===== config.mk =====
export PLATFORM = sky130hd
export DESIGN_NAME = flash_access_guard
export DESIGN_NICKNAME = d
export VERILOG_FILES = /design/src/rtl/flash_guard_pkg.sv /design/src/rtl/fg_regs.sv /design/src/rtl/fg_decide.sv /design/src/rtl/flash_access_guard.sv
export SDC_FILE = /design/constraint.sdc
export NUM_CORES = 1
export LEC_CHECK = 0
export BUFFER_PORTS_ARGS = -buffer_cell sky130_fd_sc_hd__buf_2
export CELL_PAD_IN_SITES_DETAIL_PLACEMENT = 1
export CELL_PAD_IN_SITES_GLOBAL_PLACEMENT = 1
export CORE_ASPECT_RATIO = 1.25
export CORE_MARGIN = 1
export CORE_UTILIZATION = 30
export DETAILED_ROUTE_END_ITERATION = 16
export PLACE_DENSITY = 0.84
export SETUP_SLACK_MARGIN = 0.05
export SYNTH_ARGS = -nofsm -noshare
export SYNTH_HDL_FRONTEND = slang
export SYNTH_SLANG_ARGS = --single-unit

===== constraint.sdc =====
create_clock -name clk -period 1.4 [get_ports clk]
set_input_delay 0.07 -clock clk [delete_from_list [all_inputs] [get_ports clk]]
set_output_delay 0.07 -clock clk [all_outputs]
set_load 0.1 [all_outputs]

===== src/rtl/flash_guard_pkg.sv =====
package flash_guard_pkg;
  parameter int ADDR_W   = 16;
  parameter int PAGE_W   = 7;
  parameter int SECT_W   = 3;
  parameter int REG_W    = 8;
  localparam int NSECT   = 1 << SECT_W;
  localparam int PAGE_LO = ADDR_W - PAGE_W;   // 9
  localparam int SECT_LO = ADDR_W - SECT_W;   // 13
  localparam int ROW_LO  = 6;

  localparam logic [REG_W-1:0] UNLOCK_CODE = 8'h5E;
  localparam logic [REG_W-1:0] INFO_KEY    = 8'h83;

  typedef enum logic [2:0] {
    RSN_OK        = 3'd0,
    RSN_CPU_INFO  = 3'd1,
    RSN_INFO_KEY  = 3'd2,
    RSN_INFO_ADDR = 3'd3,
    RSN_PROTECTED = 3'd4
  } reason_e;

  typedef struct packed {
    logic              accept;
    logic              info;
    logic [PAGE_W-1:0] page;
    reason_e           reason;
  } verdict_t;

  function automatic logic [SECT_W-1:0] sector_of(input logic [ADDR_W-1:0] a);
    return a[ADDR_W-1:SECT_LO];
  endfunction

  function automatic logic [PAGE_W-1:0] main_page(input logic [ADDR_W-1:0] a);
    return a[ADDR_W-1:PAGE_LO];
  endfunction

  function automatic logic [PAGE_W-1:0] info_row(input logic [ADDR_W-1:0] a);
    return a[ROW_LO+PAGE_W-1:ROW_LO];
  endfunction
endpackage


===== src/rtl/fg_regs.sv =====
module fg_regs
  import flash_guard_pkg::*;
(
  input  logic             clk,
  input  logic             por_n,
  input  logic             sys_n,
  input  logic             locked,
  input  logic             ctl_wr,
  input  logic [REG_W-1:0] ctl_wdata,
  input  logic             sel_wr,
  input  logic [REG_W-1:0] sel_wdata,
  output logic [REG_W-1:0] page_sel,
  output logic [NSECT-1:0] prot
);
  logic arm;
  logic arm_hit, to_prot, to_ps;

  assign arm_hit = ctl_wr & locked & (ctl_wdata == UNLOCK_CODE);
  assign to_prot = sel_wr & arm;
  assign to_ps   = sel_wr & ~arm;

  always_ff @(posedge clk or negedge sys_n) begin
    if (!sys_n) begin
      arm      <= 1'b0;
      page_sel <= '0;
    end else begin
      if (ctl_wr) arm <= arm_hit;
      if (to_ps)  page_sel <= sel_wdata;
    end
  end

  always_ff @(posedge clk or negedge por_n) begin
    if (!por_n)       prot <= '0;
    else if (to_prot) prot <= prot | sel_wdata[NSECT-1:0];
  end

  p_sticky_r3: assert property (@(posedge clk) disable iff (!por_n)
    ((prot & $past(prot)) == $past(prot)));

  p_steer_hold_r2: assert property (@(posedge clk) disable iff (!sys_n)
    (sel_wr && arm) |=> $stable(page_sel));

  p_ps_load_r2: assert property (@(posedge clk) disable iff (!sys_n)
    (sel_wr && !arm) |=> (page_sel == $past(sel_wdata)) && $stable(prot));
endmodule


===== src/rtl/fg_decide.sv =====
module fg_decide
  import flash_guard_pkg::*;
(
  input  logic              clk,
  input  logic              sys_n,
  input  logic              req_valid,
  input  logic              req_src,
  input  logic              req_erase,
  input  logic [ADDR_W-1:0] req_addr,
  input  logic [REG_W-1:0]  page_sel,
  input  logic [NSECT-1:0]  prot,
  output logic              dec_valid,
  output verdict_t          dec
);
  verdict_t nxt;
  logic     info_sel, key_ok, row_ok, sect_locked;

  assign info_sel    = page_sel[REG_W-1];
  assign key_ok      = (page_sel == INFO_KEY);
  assign row_ok      = (info_row(req_addr) == page_sel[PAGE_W-1:0]);
  assign sect_locked = prot[sector_of(req_addr)];

  always_comb begin
    nxt.info   = info_sel;
    nxt.accept = 1'b0;
    nxt.page   = main_page(req_addr);
    nxt.reason = RSN_OK;
    if (info_sel) begin
      nxt.page = {{(PAGE_W-2){1'b0}}, page_sel[1:0]};
      if (!req_src)                  nxt.reason = RSN_CPU_INFO;
      else if (!key_ok)              nxt.reason = RSN_INFO_KEY;
      else if (!req_erase && !row_ok) nxt.reason = RSN_INFO_ADDR;
      else                           nxt.accept = 1'b1;
    end else begin
      if (!req_src && sect_locked) nxt.reason = RSN_PROTECTED;
      else                         nxt.accept = 1'b1;
    end
  end

  always_ff @(posedge clk or negedge sys_n) begin
    if (!sys_n) begin
      dec_valid <= 1'b0;
      dec       <= '0;
    end else begin
      dec_valid <= req_valid;
      if (req_valid) dec <= nxt;
    end
  end

  p_valid_lag_r4: assert property (@(posedge clk) disable iff (!sys_n)
    req_valid |=> dec_valid);

  p_no_spurious_r4: assert property (@(posedge clk) disable iff (!sys_n)
    !req_valid |=> !dec_valid);

  p_cpu_info_r6: assert property (@(posedge clk) disable iff (!sys_n)
    (req_valid && !req_src && page_sel[REG_W-1]) |=>
      (!dec.accept && dec.reason == RSN_CPU_INFO));

  p_key_r8: assert property (@(posedge clk) disable iff (!sys_n)
    (req_valid && req_src && page_sel[REG_W-1] && page_sel != INFO_KEY) |=>
      !dec.accept);

  p_protect_r5: assert property (@(posedge clk) disable iff (!sys_n)
    (req_valid && !req_src && !page_sel[REG_W-1] && prot[req_addr[ADDR_W-1:SECT_LO]]) |=>
      !dec.accept);

  p_port_main_r7: assert property (@(posedge clk) disable iff (!sys_n)
    (req_valid && req_src && !page_sel[REG_W-1]) |=> dec.accept);
endmodule


===== src/rtl/flash_access_guard.sv =====
module flash_access_guard
  import flash_guard_pkg::*;
(
  input  logic        clk,
  input  logic        por_n,
  input  logic        rst_n,
  input  logic        locked,
  input  logic        ctl_wr,
  input  logic [7:0]  ctl_wdata,
  input  logic        sel_wr,
  input  logic [7:0]  sel_wdata,
  input  logic        req_valid,
  input  logic        req_src,
  input  logic        req_erase,
  input  logic [15:0] req_addr,
  output logic [7:0]  page_sel_q,
  output logic [7:0]  prot_q,
  output logic        dec_valid,
  output logic        dec_accept,
  output logic        dec_info,
  output logic [6:0]  dec_page,
  output logic [2:0]  dec_reason
);
  logic     sys_n;
  verdict_t dec;

  assign sys_n = por_n & rst_n;

  fg_regs u_regs (
    .clk       (clk),
    .por_n     (por_n),
    .sys_n     (sys_n),
    .locked    (locked),
    .ctl_wr    (ctl_wr),
    .ctl_wdata (ctl_wdata),
    .sel_wr    (sel_wr),
    .sel_wdata (sel_wdata),
    .page_sel  (page_sel_q),
    .prot      (prot_q)
  );

  fg_decide u_decide (
    .clk       (clk),
    .sys_n     (sys_n),
    .req_valid (req_valid),
    .req_src   (req_src),
    .req_erase (req_erase),
    .req_addr  (req_addr),
    .page_sel  (page_sel_q),
    .prot      (prot_q),
    .dec_valid (dec_valid),
    .dec       (dec)
  );

  assign dec_accept = dec.accept;
  assign dec_info   = dec.info;
  assign dec_page   = dec.page;
  assign dec_reason = dec.reason;
endmodule


==> results, run 1 <==
- Global routing used under 10% of the available met3 tracks.
- The post-route total power is 3.00 mW.
- The cell depth of the worst flop-to-flop path is 5.
- The max-slew violation count came to 0.
- The worst relative slew slack is between 60% and 70%.
- In this run the vertical extent of the chip is 77.6 um.
- The critical path capture point type is a flip-flop.
- The number of cells traversed by the worst hold path is 2.
- Derived from the worst setup path, the maximum achievable clock frequency is slightly above 0.6 GHz.
- The number of enable flip-flop cells after synthesis is 0.
- For this run, global-route usage on met1 was measured as a little under a fifth.
- Counting I/O delays and the setup requirement, the final critical path takes about 1600 ps.
- The number of H-tree branching levels is 2.
- The die covers ~4800 um^2.
- The largest fanout of any net on the critical path is 3.
- The final weighted congestion in routability-driven placement is about 0.73.
- The worst setup path is of the flip-flop to flip-flop kind.
- The core footprint is ~4400 um^2.
- The worst register-to-register path begins at u_regs.page_sel[6].
- For this run, design rule violations remaining after detail routing come to 0.
- The synthesis-stage register bit count is 30.
- The number of buffers created by CTS is 5.
- The clock tree skew after final layout is approximately 8.6 ps.
- The number of antenna repair diodes is 0.
- The sink count of the clock tree is 30.
- Clock latency on the worst-skew pair, taken at its later pin, is around 290 ps.
- The library cells used most frequently in the layout, excluding fill and tap cells, are buf_2, dfrtp_1, buf_4.
- The number of antenna-violating nets in the routed design is 0.
- The analysis attributes to cell leakage a power of between 1 and 1.5 nW.
- Counting tap cells, the placed design contains a total of roughly 250 instances.
- The capture point of the worst reg-to-reg path is u_decide.dec[11].
- Setup repair after global routing could not meet its margin everywhere.
- The root buffer cell chosen for the clock tree is clkbuf_8.
- The number of top-level pins is 70.
- The initial antenna violation count is 0.
- For this block, the initial DRC count from the detailed router was 11.
- The count of yosys warnings during synthesis is 0.
- The post-route netlist has 56.0% of its cells at a drive strength greater than 1.
- The fraction of post-synthesis cell area in the top cell type by area is a little over half.
- Setup violations remaining at the end of the flow were counted as 4.
- The global routing usage summed across all routing layers is between 15 and 20%.
- The first detailed-routing pass took 3 iterations.
- The mapped cell area is about 1400 um^2.
- The number of nets produced by synthesis is 157.
- The element type at the critical path start is a flip-flop.
- The wire length reported by the detailed router is roughly 4000 um.
- The final reports fail on negative setup slack.
- The clock tree from TritonCTS is done.
- Once layout is complete, the cells apart from fillers number between 200 and 300.
- The setup slack after layout is -218 ps.
- After clock tree synthesis, the clock-pin slew on the worst setup and hold paths is about 70 ps.
- The worst-case setup slack after placement is -205 ps.
- In this run, distinct cell masters in the synthesized netlist total 30.
- Buffers placed on the I/O ports in this run total between 60 and 70.
- The min-delay analysis places its worst path in the category input pin to flip-flop.
- The number of standard-cell rows in the floorplan is 27.
- The cell type with the largest total area after synthesis is dfrtp_1.
- The area growth from synthesis to layout is 49.5%.
- The number of instances in the synthesized netlist is 116.
- The tightest hold path in the finished design has a slack of around 12 ps.
- For hold timing, the worst endpoint is u_regs.prot[7].
- Global routing finished with a remaining overflow of 0.
- The maximum clock insertion buffer count is 2.
- Of the available clock period, the critical path in the final layout requires 116%.
- Data arrives at the worst endpoint at roughly 1800 ps.
- The final net count is 240.
- For this design the ratio of total power to cell area is 1460 nW/um^2.
- The first global-routing pass estimated ~6600 um of wire.
- The routed via count is between 1,000 and 1,500.
- The transition at the pin with the smallest max-transition slack is slightly below 500 ps.
- By area the synthesized netlist is led by dfrtp_1, mux2_2, a21o_1.
- Each instance of the synthesized netlist takes up on average 11.8 um^2.
- The routed length per instance is ~15 um.
- Measured along the x axis, the die boundary spans 62.5 um.
- The worst hold path begins at sel_wdata[7].
- The worst path required time is ~1600 ps.
- The worst setup slack for register-to-register paths is -220 ps.
- Entering global routing, the biggest net connects 25 pins.
- The worst ir drop on vdd is between 800 and 900 uV.
- For this configuration, the core starts out at a cell density of a little under a third.
- The most utilized layer in the global route result is met2.
- The met2 track demand over resource is 34.1%.
- The primary flip-flop cell chosen by synthesis mapping is dfrtp_1.
- The run finished, with violations left.
- The count of final hold-check violations was 0.
- The number of max-capacitance violations reported is 0.
- The share of the yosys chip area belonging to registers is between 50% and 60%.
- The most common cell after layout, fill and taps aside is buf_2.
- The average via count per standard cell is 4.63.
- Once detailed placement completed, the half-perimeter wirelength came to a little over 3000 um.
- In the synthesized netlist the async set-or-reset flop fraction comes to 100%.
- The via count of the first global-routing pass came to approximately 1,300.
==> sequential cells by signal, indices dropped and copies added, names as in the netlist <==
signal              cells
u_decide.dec           12
u_decide.dec_valid      1
u_regs.arm              1
u_regs.page_sel         8
u_regs.prot             8
==> stage by stage <==
| stage | util, % | TNS [ps] | cell area, um^2 |
|---|---|---|---|
| 3_3_place_gp | 42.8 | -449 | 1880 |
| 5_1_grt | 46.7 | -1050 | 2050 |
| 6_report | 46.7 | -697 | 2050 |
| 3_5_place_dp | 42.8 | -630 | 1880 |
| 4_1_cts | 46.4 | -751 | 2040 |
| 2_1_floorplan | - | -978 | 1400 |
==> what timing repair did <==
action / CTS / global route
endpoints found under the setup margin: 4 / 5
setup buffers: 0 / 1
hold buffers: 4 / 0
resized for setup: 1 / 3
endpoints found under the hold margin: 32 / 0
==> report_power, final <==
part | switching (mW) | internal (mW)
sequential | 0.0576 | 0.965
clock | 0.327 | 0.530
combinational | 0.851 | 0.268
==> worst max-delay path: stages, from the launching register on <==
cell	delay (ps)
dfrtp_4	490
or4b_4	550
nor4_4	190
nand2_1	80
o21ai_1	120
o22a_2	130
==> kinds of logic (layout without fill, tap and decap cells) <==
kind of cell	count (synthesis)	count (layout)	synth area share (%)
compound gates	25	25	11.8
xor+xnor	7	7	4.47
buf+inv	14	98	4.11
flops	30	30	54.7
mux	14	14	12.0
simple gates	26	26	13.0
==> worst max path at each step <==
stage,from,end,slack (ps),depth (start not counted)
floorplan,u_regs.page_sel[6],u_decide.dec[11],-330,5
global placement,u_regs.page_sel[6],u_decide.dec[11],-170,5
detailed placement,u_regs.page_sel[6],u_decide.dec[11],-200,5
CTS,u_regs.page_sel[6],u_decide.dec[11],-230,5
global route,u_regs.page_sel[6],u_decide.dec[11],-300,5
finish,u_regs.page_sel[6],u_decide.dec[11],-220,5
==> area by class of cell <==
class,instances,area [um^2]
timing repair buffer,82,489
inverter,8,30.0
multi-input combinational,72,572
clock inverter,2,37.5
sequential,30,777
clock buffer,6,72.6
tap,58,72.6
fill,516,2340
==> routing by layer <==
metal  vias to the layer above  part of all wire [%]
li1                        570                     -
met1                       572                    39
met2                        49                    55
met3                         3                   5.2
met4                         0                  0.78
met5                         -                     0
==> cell usage after synthesis (2+ instances only) <==
| cell | n |
|---|---|
| a21o_1 | 8 |
| a21oi_1 | 3 |
| and2_1 | 2 |
| clkbuf_1 | 5 |
| dfrtp_1 | 30 |
| inv_1 | 8 |
| mux2_2 | 9 |
| mux2i_1 | 4 |
| nand2_1 | 4 |
| nand2b_1 | 2 |
| nand3_1 | 2 |
| nand3b_1 | 5 |
| nor2_1 | 3 |
| nor2b_1 | 3 |
| o21ai_0 | 6 |
| o22ai_1 | 3 |
| xnor2_1 | 3 |
| xor2_1 | 4 |
Note: power is estimated with default switching activity, not from simulation.
==> inputs of run 2 (changes only) <==
- HOLD_SLACK_MARGIN: default -> 0.02
==> results, run 2 (synthesis results as in run 1) <==
- The clock period minus final worst setup slack is 1620 ps.
- The total area of multi-input combinational cells is about 570 um^2.
- The element type at the critical path start is a flip-flop.
- The final-layout fill cell count is around 500.
- The transition at the pin with the smallest max-transition slack is 504 ps.
- Once detailed placement completed, the half-perimeter wirelength came to 3100 um.
- The via count of the first global-routing pass is approximately 1,300.
- Based on the critical path, the design can be clocked at up to 0.619 GHz.
- The largest registers in the layout are u_decide.dec: 12 flops, u_regs.page_sel: 8 flops, u_regs.prot: 8 flops.
- The sequential cells in the finished layout cover a total of 777 um^2.
- The fraction of layout instances using a drive strength above 1 is a little under three fifths.
- The clock tree skew after final layout is roughly 8.3 ps.
- The die boundary width is around 62 um.
- The worst-case setup slack after placement is -205 ps.
- The total non-filler cell area in the finished layout is about 2100 um^2.
- Across all setup checks in the final design, the least slack found is -216 ps.
- The number of buffers created by CTS is 5.
- For this design the static power due to leakage is ~1.0 nW.
- For this block, the via count after detailed routing is approximately 1,200.
- The number of H-tree branching levels is 2.
- The number of DRC violations after detailed routing is 0.
- Setup repair after global routing could not meet its margin everywhere.
- The library cell used most frequently in the layout, excluding fill and tap cells, is buf_2.
- The max-slew violation count is 0.
- In the final routed layout, each cell accounts on average for around 16 um.
- In the layout the commonest cells are buf_2, dfrtp_1, buf_4.
- Clock tree synthesis found a total of 30 sinks.
- The vertical die dimension is 77.6 um.
- The number of port buffers is 63.
- In this run the tightest slew margin relative to its limit is about two thirds.
- Data arrives at the worst endpoint at approximately 1800 ps.
- The final weighted congestion in routability-driven placement is between 0.7 and 0.8.
- The number of antenna repair diodes is 0.
- After clock tree synthesis, the clock-pin slew on the worst setup and hold paths is roughly 70 ps.
- In this run, the number of DRC markers left after iteration 0 of detailed routing was 8.
- Summing all placed instances gives a cell area of roughly 1900 um^2.
- In the routed layout, each cell is associated on average with a via count of approximately 4.7.
- The number of antenna-violating nets in the routed design is 0.
- The wire length of the first global-routing pass is slightly below 7000 um.
- The detailed-router iteration count before antenna repair is 4.
- The path type of the worst min-delay path is input pin to flip-flop.
- The maximum number of pins on one net before global-route repair is 25.
- The critical path capture point type is a flip-flop.
- The cell sitting at the root of the clock tree is a clkbuf_8.
- Compared with the post-synthesis result, the final layout area differs by 51.7%.
- The count of final hold-check violations came to 0.
- The clock passes through at most 2 buffers.
- In this run the worst path has a maximum fanout of 3.
- TritonCTS built the clock tree.
- The worst path required time is roughly 1600 ps.
- The worst ir drop on vdd is approximately 870 uV.
- The initial antenna violation count is 0.
- The initial standard-cell utilization of the core is a little under a third.
- Wires add up to 4190 um.
- The floorplan step defined a die boundary enclosing just under 5000 um^2.
- The core footprint is between 4000 and 5000 um^2.
- The remaining global-route overflow is 0.
- For this design the ratio of total power to cell area is around 1400 nW/um^2.
- Setup violations remaining at the end of the flow were counted as 4.
- The type of the setup path with the least slack is flip-flop to flip-flop.
- The register with the highest flop count is u_decide.dec.
- 70 I/O pins were placed.
- The run finished, with violations left.
- The register with the most flip-flops in the layout has 12 of them.
- Max-cap violations in this run came to 0.
- The clock latency at the later pin of the worst-skew pair is a little under 300 ps.
- The global routing usage summed across all routing layers is 18.5%.
- After layout, the worst path uses 115% of the clock period.
- The number of standard-cell rows in the floorplan is 27.
- The final net count is 243.
- The checks that failed: negative setup slack.
-- run 2: cell count changes in the layout (fill, tap and decap cells not counted) --
cell and delta:
dlygate4sd3_1 +3
-- run 2: timing repair --
item | in CTS | in global routing
hold buffers | 7 | 0
setup buffers | 0 | 1
resized for setup | 1 | 3
hold endpoints to repair | 35 | 0
endpoints found under the setup margin | 4 | 5
-- run 2: final cells by class --
| cell class | count | share of cell area (%) |
|---|---|---|
| repair buffers | 85 | 25.0 |
| well taps | 58 | 3.49 |
| inverters | 8 | 1.44 |
| clock buffers | 6 | 3.49 |
| flip-flops and latches | 30 | 37.3 |
| multi-input cells | 72 | 27.5 |
| clock inverters | 2 | 1.80 |
-- run 2: stage by stage --
step	power (mW)	utilization, %	std cells	hold WS [ps]	TNS, ps
after global placement	2.11	42.8	245	-78.1	-449
after global routing	3.12	47.4	261	32.5	-1050
final	3.01	47.4	261	33.4	-689
after CTS	3.02	47.1	260	28.7	-751
after detailed placement	2.14	42.8	245	-72.4	-630
after floorplan	1.86	-	116	-226	-978
-- run 2: worst paths after layout --
kind / from / end / slack (ps) / cells past startpoint
max: u_regs.page_sel[6] / u_decide.dec[11] / -220 / 5
min: sel_wdata[6] / u_regs.prot[6] / 30 / 2
max reg2reg: u_regs.page_sel[6] / u_decide.dec[11] / -220 / 5
min reg2reg: u_regs.prot[5] / u_regs.prot[5] / 490 / 1
max in group asynchronous: por_n / u_regs.page_sel[5] / 560 / 4
min in group asynchronous: por_n / u_regs.prot[4] / 160 / 2
-- run 2: layer usage --
layer  vias to the layer above  global-route usage, %  share of wire, %
met4                         0                   5.12               1.5
met1                       590                   19.9                37
li1                        581                      -                 -
met3                         5                   5.44               5.7
met2                        51                   34.7                55
met5                         -                      0                 0
-- run 2: worst max-delay path: stages, from the launching register on --
cell and delay, ps:
dfrtp_4 490, or4b_4 550, nor4_4 180, nand2_1 80, o21ai_1 120, o22a_2 130
-- run 2: power breakdown --
group | switching [mW] | internal, mW
logic | 0.856 | 0.273
clock network | 0.325 | 0.530
registers | 0.0580 | 0.965
